`src/rtl/tlbx_pkg.sv`:
```
package tlbx_pkg;
  typedef enum logic [2:0] {
    RES_MATCH   = 3'd0,
    RES_INVALID = 3'd1,
    RES_XINH    = 3'd2,
    RES_RINH    = 3'd3,
    RES_PRIV    = 3'd4,
    RES_DIRTY   = 3'd5
  } res_e;

  typedef enum logic [1:0] {
    ACC_FETCH = 2'd0,
    ACC_LOAD  = 2'd1,
    ACC_STORE = 2'd2,
    ACC_OTHER = 2'd3
  } acc_e;

  localparam int HALF_W  = 64;
  localparam int PSW     = 5;
  localparam int BIT_VAL = 0;
  localparam int BIT_DRT = 1;
  localparam int PLV_LO  = 2;
  localparam int BIT_NR  = 60;
  localparam int BIT_NX  = 61;
  localparam int BIT_RP  = 62;
  localparam int PS_MIN  = 12;
  localparam int PS_MAX  = 30;

  typedef struct packed {
    logic       valid;
    logic       dirty;
    logic [1:0] level;
    logic       no_rd;
    logic       no_ex;
    logic       strict;
  } attr_t;
endpackage

```
`src/rtl/tlbx_half_sel.sv`:
```
module tlbx_half_sel
  import tlbx_pkg::*;
#(
  parameter int VA_W = 48
) (
  input  logic [PSW-1:0]    entry_ps,
  input  logic [PSW-1:0]    stlb_ps,
  input  logic              from_mtlb,
  input  logic [VA_W-1:0]   va,
  input  logic [HALF_W-1:0] even_half,
  input  logic [HALF_W-1:0] odd_half,
  output logic [PSW-1:0]    ps_eff,
  output logic [HALF_W-1:0] half
);
  logic [PSW-1:0] ps_raw;

  always_comb begin
    ps_raw = from_mtlb ? entry_ps : stlb_ps;
    if (ps_raw < PSW'(PS_MIN))      ps_eff = PSW'(PS_MIN);
    else if (ps_raw > PSW'(PS_MAX)) ps_eff = PSW'(PS_MAX);
    else                            ps_eff = ps_raw;
    half = va[ps_eff] ? odd_half : even_half;
  end
endmodule

```
`src/rtl/tlbx_attr_dec.sv`:
```
module tlbx_attr_dec
  import tlbx_pkg::*;
#(
  parameter bit HAS_EXT = 1'b1
) (
  input  logic [HALF_W-1:0] half,
  input  logic              mode64,
  output attr_t             attr
);
  logic ext_en;

  generate
    if (HAS_EXT) begin : g_ext
      assign ext_en = mode64;
    end else begin : g_noext
      assign ext_en = 1'b0;
    end
  endgenerate

  always_comb begin
    attr.valid  = half[BIT_VAL];
    attr.dirty  = half[BIT_DRT];
    attr.level  = half[PLV_LO+1:PLV_LO];
    attr.no_rd  = ext_en & half[BIT_NR];
    attr.no_ex  = ext_en & half[BIT_NX];
    attr.strict = ext_en & half[BIT_RP];
  end
endmodule

```
`src/rtl/tlbx_fault_chk.sv`:
```
module tlbx_fault_chk
  import tlbx_pkg::*;
(
  input  attr_t      attr,
  input  logic [1:0] access,
  input  logic [1:0] cur_plv,
  output res_e       code,
  output logic       priv_bad
);
  always_comb begin
    priv_bad = attr.strict ? (cur_plv != attr.level) : (cur_plv > attr.level);
    if (!attr.valid)                                 code = RES_INVALID;
    else if (access == ACC_FETCH && attr.no_ex)      code = RES_XINH;
    else if (access == ACC_LOAD && attr.no_rd)       code = RES_RINH;
    else if (priv_bad)                               code = RES_PRIV;
    else if (access == ACC_STORE && !attr.dirty)     code = RES_DIRTY;
    else                                             code = RES_MATCH;
  end
endmodule

```
`src/rtl/tlbx_addr_form.sv`:
```
module tlbx_addr_form
  import tlbx_pkg::*;
#(
  parameter int VA_W = 48,
  parameter int PA_W = 48
) (
  input  logic [HALF_W-1:0] half,
  input  logic [VA_W-1:0]   va,
  input  logic [PSW-1:0]    ps,
  output logic [PA_W-1:0]   pa
);
  logic [PA_W-1:0] keep_va;
  logic [PA_W-1:0] va_ext;

  assign keep_va = ~({PA_W{1'b1}} << ps);

  generate
    if (VA_W >= PA_W) begin : g_va_wide
      assign va_ext = va[PA_W-1:0];
    end else begin : g_va_narrow
      assign va_ext = {{(PA_W-VA_W){1'b0}}, va};
    end
    for (genvar i = 0; i < PA_W; i++) begin : g_bit
      if (i < PS_MIN) begin : g_ofs
        assign pa[i] = va_ext[i];
      end else begin : g_pg
        assign pa[i] = keep_va[i] ? va_ext[i] : half[i];
      end
    end
  endgenerate
endmodule

```
`src/rtl/tlbx_translate.sv`:
```
module tlbx_translate
  import tlbx_pkg::*;
#(
  parameter int VA_W = 48,
  parameter int PA_W = 48
) (
  input  logic              clk,
  input  logic              rst_n,
  input  logic              in_valid,
  output logic              in_ready,
  input  logic [63:0]       even_half,
  input  logic [63:0]       odd_half,
  input  logic [4:0]        entry_ps,
  input  logic [4:0]        stlb_ps,
  input  logic              from_mtlb,
  input  logic [VA_W-1:0]   va,
  input  logic [1:0]        access,
  input  logic [1:0]        cur_plv,
  input  logic              mode64,
  output logic [PA_W-1:0]   pa,
  output logic [2:0]        perm,
  output logic [2:0]        res_code,
  output logic              out_valid,
  input  logic              out_ready,
  output logic [PA_W-1:0]   out_pa,
  output logic [2:0]        out_perm,
  output logic [2:0]        out_code
);
  logic [PSW-1:0]    ps_eff;
  logic [HALF_W-1:0] half;
  attr_t             attr;
  res_e              code;
  logic              priv_bad;
  logic [PA_W-1:0]   pa_raw;
  logic              is_match;
  logic              take;

  tlbx_half_sel #(.VA_W(VA_W)) u_sel (
    .entry_ps(entry_ps), .stlb_ps(stlb_ps), .from_mtlb(from_mtlb), .va(va),
    .even_half(even_half), .odd_half(odd_half), .ps_eff(ps_eff), .half(half)
  );

  tlbx_attr_dec #(.HAS_EXT(1'b1)) u_dec (
    .half(half), .mode64(mode64), .attr(attr)
  );

  tlbx_fault_chk u_chk (
    .attr(attr), .access(access), .cur_plv(cur_plv), .code(code), .priv_bad(priv_bad)
  );

  tlbx_addr_form #(.VA_W(VA_W), .PA_W(PA_W)) u_addr (
    .half(half), .va(va), .ps(ps_eff), .pa(pa_raw)
  );

  assign is_match = (code == RES_MATCH);
  assign res_code = code;
  assign pa       = is_match ? pa_raw : '0;
  assign perm     = is_match ? {~attr.no_ex, attr.dirty, 1'b1} : 3'b000;
  assign in_ready = !out_valid || out_ready;
  assign take     = in_valid && in_ready;

  always_ff @(posedge clk or negedge rst_n) begin
    if (!rst_n) begin
      out_valid <= 1'b0;
      out_pa    <= '0;
      out_perm  <= '0;
      out_code  <= '0;
    end else begin
      if (take) begin
        out_valid <= 1'b1;
        out_pa    <= pa;
        out_perm  <= perm;
        out_code  <= res_code;
      end else if (out_ready) begin
        out_valid <= 1'b0;
      end
    end
  end

  AST_INVALID_FIRST: assert property (@(posedge clk) disable iff (!rst_n)
    !half[BIT_VAL] |-> res_code == 3'd1) else $error("invalid not first");
  AST_FAULT_NO_PERM: assert property (@(posedge clk) disable iff (!rst_n)
    res_code != 3'd0 |-> perm == 3'b000 && pa == '0) else $error("perm on fault");
  AST_WRITE_DIRTY: assert property (@(posedge clk) disable iff (!rst_n)
    res_code == 3'd0 |-> perm[1] == half[BIT_DRT] && perm[0]) else $error("write perm");
  AST_NARROW_NO_INH: assert property (@(posedge clk) disable iff (!rst_n)
    !mode64 |-> res_code != 3'd2 && res_code != 3'd3) else $error("inhibit in 32-bit");
  AST_PAGE_OFFSET: assert property (@(posedge clk) disable iff (!rst_n)
    res_code == 3'd0 |-> pa[11:0] == va[11:0]) else $error("offset");
  AST_HOLD_STABLE: assert property (@(posedge clk) disable iff (!rst_n)
    out_valid && !out_ready |=> out_valid && $stable(out_pa) && $stable(out_code)
    && $stable(out_perm)) else $error("held output moved");
  AST_ACCEPT_VALID: assert property (@(posedge clk) disable iff (!rst_n)
    in_valid && in_ready |=> out_valid) else $error("accept lost");
endmodule

```
`config.mk`:
```
export PLATFORM = sky130hd
export DESIGN_NAME = tlbx_translate
export DESIGN_NICKNAME = d
export VERILOG_FILES = /design/src/rtl/tlbx_pkg.sv /design/src/rtl/tlbx_half_sel.sv /design/src/rtl/tlbx_attr_dec.sv /design/src/rtl/tlbx_fault_chk.sv /design/src/rtl/tlbx_addr_form.sv /design/src/rtl/tlbx_translate.sv
export SDC_FILE = /design/constraint.sdc
export NUM_CORES = 1
export LEC_CHECK = 0
export ABC_AREA = 1
export CAP_MARGIN = 20
export CORE_AREA = 2 2 118 120
export DETAILED_ROUTE_END_ITERATION = 8
export DIE_AREA = 0 0 120 122
export DONT_BUFFER_PORTS = 1
export MAX_ROUTING_LAYER = met4
export PLACE_DENSITY_LB_ADDON = 0.1
export SYNTH_ARGS = -nofsm -noshare
export SYNTH_HDL_FRONTEND = slang
export SYNTH_SLANG_ARGS = --single-unit
```
`constraint.sdc`:
```
create_clock -name clk -period 4.8 [get_ports clk]
set_input_delay 0.96 -clock clk [delete_from_list [all_inputs] [get_ports clk]]
set_output_delay 0.96 -clock clk [all_outputs]
set_load 0.01 [all_outputs]
```
Yosys cells after proc, flatten, opt, wreduce, memory -nomap -nowiden
Cells that the tools add are included.

Register bits after elaboration: 55. Input port bits: 196. Output and inout bits: 110. Logic and storage cells: 79.

Order comparisons: 4. Equal/unequal tests: 3. Shift operators: 1. Mux-type cells: 52. Bitwise gates (word level): 5. Reductions and logical operators: 10.

Operator list (count): 63-bit 2-to-1 mux (1); 48-bit 2-to-1 mux (1); 48-bit NOT (1); 48-bit by 5-bit left shift with 48-bit output (first input constant) (1); 1-bit 2-to-1 mux (40); 3-bit 2-to-1 mux (6); 5-bit 2-to-1 mux (3); 5-bit by 7-bit less-than comparator with 1-bit output (second input constant) (1); 1-bit binary-select mux with 5-bit select (1); 5-bit > comparator (second input constant) (1); 5-bit by 4-bit less-than comparator with 1-bit output (second input constant) (1); 1-bit logical AND (4); 1-bit bitwise AND (3); 3-bit logical NOT (1); 2-bit by 1-bit equality test with 1-bit output (second input constant) (1); 2-bit equality test (second input constant) (1); 2-bit > comparator (1); 1-bit logical NOT (2); 2-bit logical NOT (1); 2-bit != test (1); 2-bit nonzero test (1); 1-bit logical OR (1); 1-bit NOT (1).

Depth between registers and ports, before layout
Depth after elaboration: 16. Depth in mapped cells: 32. Gate-level depth less buffers: 26.

By module
Synthesis repeated with hierarchy kept, for this count alone.

Cells, all modules: 793. Area total of the unflattened synthesis: 5017.3 sq um.

Modules (own cells, without submodules): tlbx_translate (times used 1, cells an instance 296, area each 2531.2 sq um, seq. area each 1376.3 sq um); tlbx_half_sel (times used 1, cells an instance 330, area each 1639.1 sq um, seq. area each 0.0 sq um); tlbx_addr_form (times used 1, cells an instance 133, area each 660.6 sq um, seq. area each 0.0 sq um); tlbx_fault_chk (times used 1, cells an instance 24, area each 133.9 sq um, seq. area each 0.0 sq um); tlbx_attr_dec (times used 1, cells an instance 10, area each 52.6 sq um, seq. area each 0.0 sq um).

Least setup slack after synthesis
No wires, ideal clock.

Kind: input to output. Start: input from_mtlb. End: output pa[28]. Arrival: 4.171 ns. Required time: 3.840 ns. Slack: -0.331 ns. Stages on the path: 28. Path buffers: 6. Cells stage by stage: buf_6 -> inv_4 -> nand2_1 -> nand2_1 -> nand2_2 -> nand2_2 -> nand3_2 -> buf_6 -> nand2_1 -> nand3_1 -> nand2_1 -> inv_2 -> nand2_1 -> nand2_2 -> nand3_4 -> buf_2 -> clkbuf_1 -> mux2i_1 -> ha_1 -> a21oi_1 -> nand2_1 -> nand2_1 -> nand3_4 -> nor2_8 -> inv_2 -> buf_6 -> buf_6 -> nor2_2.

Longest elaborated chain between the ends: 16. Elaborated cells between the ends (all ways): 28. Those cells by class: order compare (3); eq/ne (1); shift (1); mux (14); bitwise (4); reduce/logical (5).

Ends and longest elaborated chain: start: declaration (RTL line tlbx_translate.sv:15) `input logic from_mtlb,`; 5-bit 2-to-1 mux * (RTL line tlbx_half_sel.sv:18) `ps_raw = from_mtlb ? entry_ps : stlb_ps;`; 5-bit > comparator (RTL line tlbx_half_sel.sv:20) `else if (ps_raw > PSW'(PS_MAX)) ps_eff = PSW'(PS_MAX);`; 5-bit 2-to-1 mux (RTL line tlbx_half_sel.sv:20); 5-bit 2-to-1 mux * (RTL line tlbx_half_sel.sv:19) `if (ps_raw < PSW'(PS_MIN)) ps_eff = PSW'(PS_MIN);`; parallel branches: the longest is 11 deep, another holds 2-bit > comparator; 48-bit 2-to-1 mux * (RTL line tlbx_translate.sv:57) `assign pa = is_match ? pa_raw : '0;`; end: declaration (RTL line tlbx_translate.sv:20) `output logic [PA_W-1:0] pa,`.

Mark *: on every way between the ends. The select of a mux whose other input is x is not followed.

Worst setup path after layout
Start: input stlb_ps[4]. End: output pa[21].

Longest elaborated chain between the ends: 16. Elaborated cells between the ends (all ways): 28. Those cells by class: order compare (3); eq/ne (1); shift (1); mux (14); bitwise (4); reduce/logical (5).

Ends and longest elaborated chain: start: declaration (RTL line tlbx_translate.sv:14) `input logic [4:0] stlb_ps,`; 5-bit 2-to-1 mux * (RTL line tlbx_half_sel.sv:18); 5-bit > comparator (RTL line tlbx_half_sel.sv:20); 5-bit 2-to-1 mux (RTL line tlbx_half_sel.sv:20); 5-bit 2-to-1 mux * (RTL line tlbx_half_sel.sv:19); parallel branches: the longest is 11 deep, another holds 2-bit > comparator; 48-bit 2-to-1 mux * (RTL line tlbx_translate.sv:57).

Marks and branches as above.

==> impl_metrics.csv <==
group,metric,value,unit
clocking,root_buffer,"clkbuf_16",
worst_setup_path,required,3.84,ns
cells_and_area,final_common_cell,"nand2_1",
timing,finalSetupViolations,0,
clocking,cts_buffer_depth,2,
cells_and_area,syn2layout_area_growth,21.7,%
drt,firstDrtPassIters,4,
timing,clock_skew,0.00540,ns
cells_and_area,diodes,0,
logic_synthesis,ys_ff_latch,55,
placed_design,portBuffers,0,
worst_setup_path,crit_path_end_kind,"primary output",
floorplan,ios,306,
floorplan,die_area,0.0146,mm²
placed_design,pre_cts_slack,-0.0252,ns
timing,worstMarginPinSlew,1.03,ns
timing,fin_crit,4.64,ns
global_route,first_global_vias,3901,
global_route,antenna_found_initial,0,
placed_design,hpwl,11000,µm
cells_and_area,num-fill-cells,1447,
timing,slew_violations,0,
clocking,cts_tree,"built",
drt,vias,4129,
floorplan,die_height,122,µm
drt,first_iter_violations,234,
floorplan,rows,43,
worst_setup_path,path_max_fanout,6,
drt,wl_per_cell,16.8,µm
drt,via_per_inst,4.81,
floorplan,start_util,0.312,
logic_synthesis,syn_inst,655,
cells_and_area,regArea,0.00138,mm²
clocking,cts-htree-levels,2,
worst_hold_path,hold_class,"in -> async",
power,p_per_area,327,mW/mm²
power,leakage,0.00279,µW
drt,drc_errors,0,
logic_synthesis,yosys.cell_types.count,34,
clocking,clkTransAtPathRegs,0.07,ns
global_route,grt_max_degree,57,
power,irDropWorstVdd,0.153,mV
clocking,clk_latency,0.30,ns
timing,fmax,216,MHz
timing,rsz0062_at_grt,"true",
drt,wirelength,14400,µm
global_route,grt_pass1_wl,21400,µm
global_route,gr-total-overflow,0,
clocking,numClockSinks,55,
logic_synthesis,netlist_area,0.00421,mm²
job,drv_cap,0,
cells_and_area,layout.nets,875,
global_route,grt_usage,0.193,
floorplan,fp.coreArea,0.0135,mm²
floorplan,die_x,120,µm
cells_and_area,multi_input_area,0.00244,mm²
logic_synthesis,syn-mean-instance-area,6.42,µm²
cells_and_area,final_cell_mix,"194 x nand2_1, 112 x inv_1, 62 x nand3_1",
placed_design,gp_congestion,0.883,
timing,worst_slack,0.161,ns
worst_setup_path,startpoint_type,"input pin",
drt,antenna_left,0,
logic_synthesis,synth_fp_nets,853,
logic_synthesis,yosysWarnings,0,
clocking,numCtsBuffers,5,
worst_setup_path,rr_worst_depth,5,
timing,finalHoldViolCount,0,
timing,min_period_over_period,0.966,
worst_setup_path,critPathArrivalTime,3.68,ns
timing,holdWs,0.356,ns
timing,max_slew_margin,0.314,
logic_synthesis,ys_seq_area_frac,0.327,
run_status,status,"finished clean",
cells_and_area,drive_above_1_share,0.202,
worst_setup_path,crit_type,"in -> out",
[synthesized netlist by cell type]
library cell	count	area, µm²
nand2_1	204	766
inv_1	112	420
nand3_1	62	310
o21ai_0	57	285
dfrtp_1	55	1380
nor2_1	43	161
o21a_1	14	105
buf_2	11	55.1
nand4_1	11	68.8
nor2_2	11	68.8
nor2_4	11	124
clkbuf_1	9	33.8
buf_1	7	26.3
nand2_2	6	37.5
a21oi_1	5	25.0
inv_2	5	18.8
buf_6	4	45.0
nand3_2	3	30.0
nand3_4	3	52.6
nor3b_1	3	22.5
a31oi_1	2	12.5
ha_1	2	25.0
nand2_4	2	22.5
o211ai_1	2	15.0
o21ai_1	2	10.0
buf_4	1	7.51
buf_8	1	15.0
inv_4	1	6.26
mux2i_1	1	10.0
nor2_8	1	20.0
o21ai_2	1	8.76
o21bai_1	1	7.51
o22ai_1	1	6.26
o2bb2ai_1	1	8.76
[what timing repair did]
action | CTS | global route
pin swaps | 0 | 2
hold buffers | 0 | 0
setup endpoints to repair | 6 | 50
buffers inserted | 3 | 2
gates cloned | 0 | 1
resized for setup | 3 | 17
[registers in the layout, summed over array words and instances, names as in the netlist]
name       cells
out_valid      1
out_pa        48
out_perm       3
out_code       3
[final timing paths]
check / from / end / slack (ns)
worst max-delay path: stlb_ps[4] / pa[21] / 0.16
worst min-delay path: rst_n / out_pa[34]$_DFFE_PN0P_ / 0.36
worst max register to register: out_valid$_DFFE_PN0P_ / out_pa[20]$_DFFE_PN0P_ / 3.00
worst min register to register: out_perm[0]$_DFFE_PN0P_ / out_perm[0]$_DFFE_PN0P_ / 0.55
max in group asynchronous: rst_n / out_perm[1]$_DFFE_PN0P_ / 4.33
min in group clk: out_perm[0]$_DFFE_PN0P_ / out_perm[0]$_DFFE_PN0P_ / 0.55
[stage by stage]
stage               instances   util  total power, µW  TNS [ns]  instance area, µm²
finish                    858  0.379             1680         0                5120
global route              858  0.379             1790    -0.830                5120
CTS                       855  0.372             1670         0                5020
detailed placement        844  0.357             1280   -0.0601                4810
global placement          844  0.357             1270   -0.0834                4810
floorplan                 655      -             1090     -1.91                4440
[cell type report]
| cell class | instances | share of cell area |
|---|---|---|
| inverters | 118 | 0.0890 |
| clock buffers | 6 | 0.0252 |
| multi-input cells | 449 | 0.478 |
| clock inverters | 2 | 0.00244 |
| well taps | 180 | 0.0440 |
| flip-flops and latches | 55 | 0.269 |
| repair buffers | 48 | 0.0931 |
[kinds of logic (layout without fill, tap and decap cells)]
logic type,after synthesis,in the layout,synth area share
muxes,1,1,0.00238
and+or+nand+nor,360,360,0.400
adders and majority gates,2,2,0.00595
DFF,55,55,0.327
AOI/OAI and AO/OA,86,86,0.115
buffers and inverters,151,174,0.149
[report_power, final]
group | internal (µW) | switching (µW) | total [µW] | leakage [µW]
Combinational | 254 | 455 | 709 | 0.00198
Sequential | 523 | 78.0 | 601 | 0.000749
Clock | 193 | 172 | 366 | 0.0000669
[metal layers]
layer  up-vias  wire [µm]  track usage
met5         -          0            -
met4         0        125       0.0353
met3         7        824       0.0351
met2       150       7250        0.336
met1      1909       6210        0.237
li1       2063          -            -
[worst max-delay path, cell delays in order]
cell and delay (ns):
inv_1 0.05, nand2_2 0.09, nand2_4 0.07, nor2_4 0.16, buf_6 0.11, inv_1 0.05, nor2_2 0.12, nand2_1 0.07
o21ai_1 0.12, inv_1 0.07, nand2_2 0.10, nand2_4 0.06, nand3_4 0.12, mux2i_1 0.21, ha_1 0.28, a21oi_2 0.17
nand2_1 0.08, nand2_2 0.09, nand3_4 0.11, nor2_8 0.12, inv_6 0.06, buf_12 0.14, buf_12 0.14, nor2_4 0.12
(Power assumes the default switching activity.)
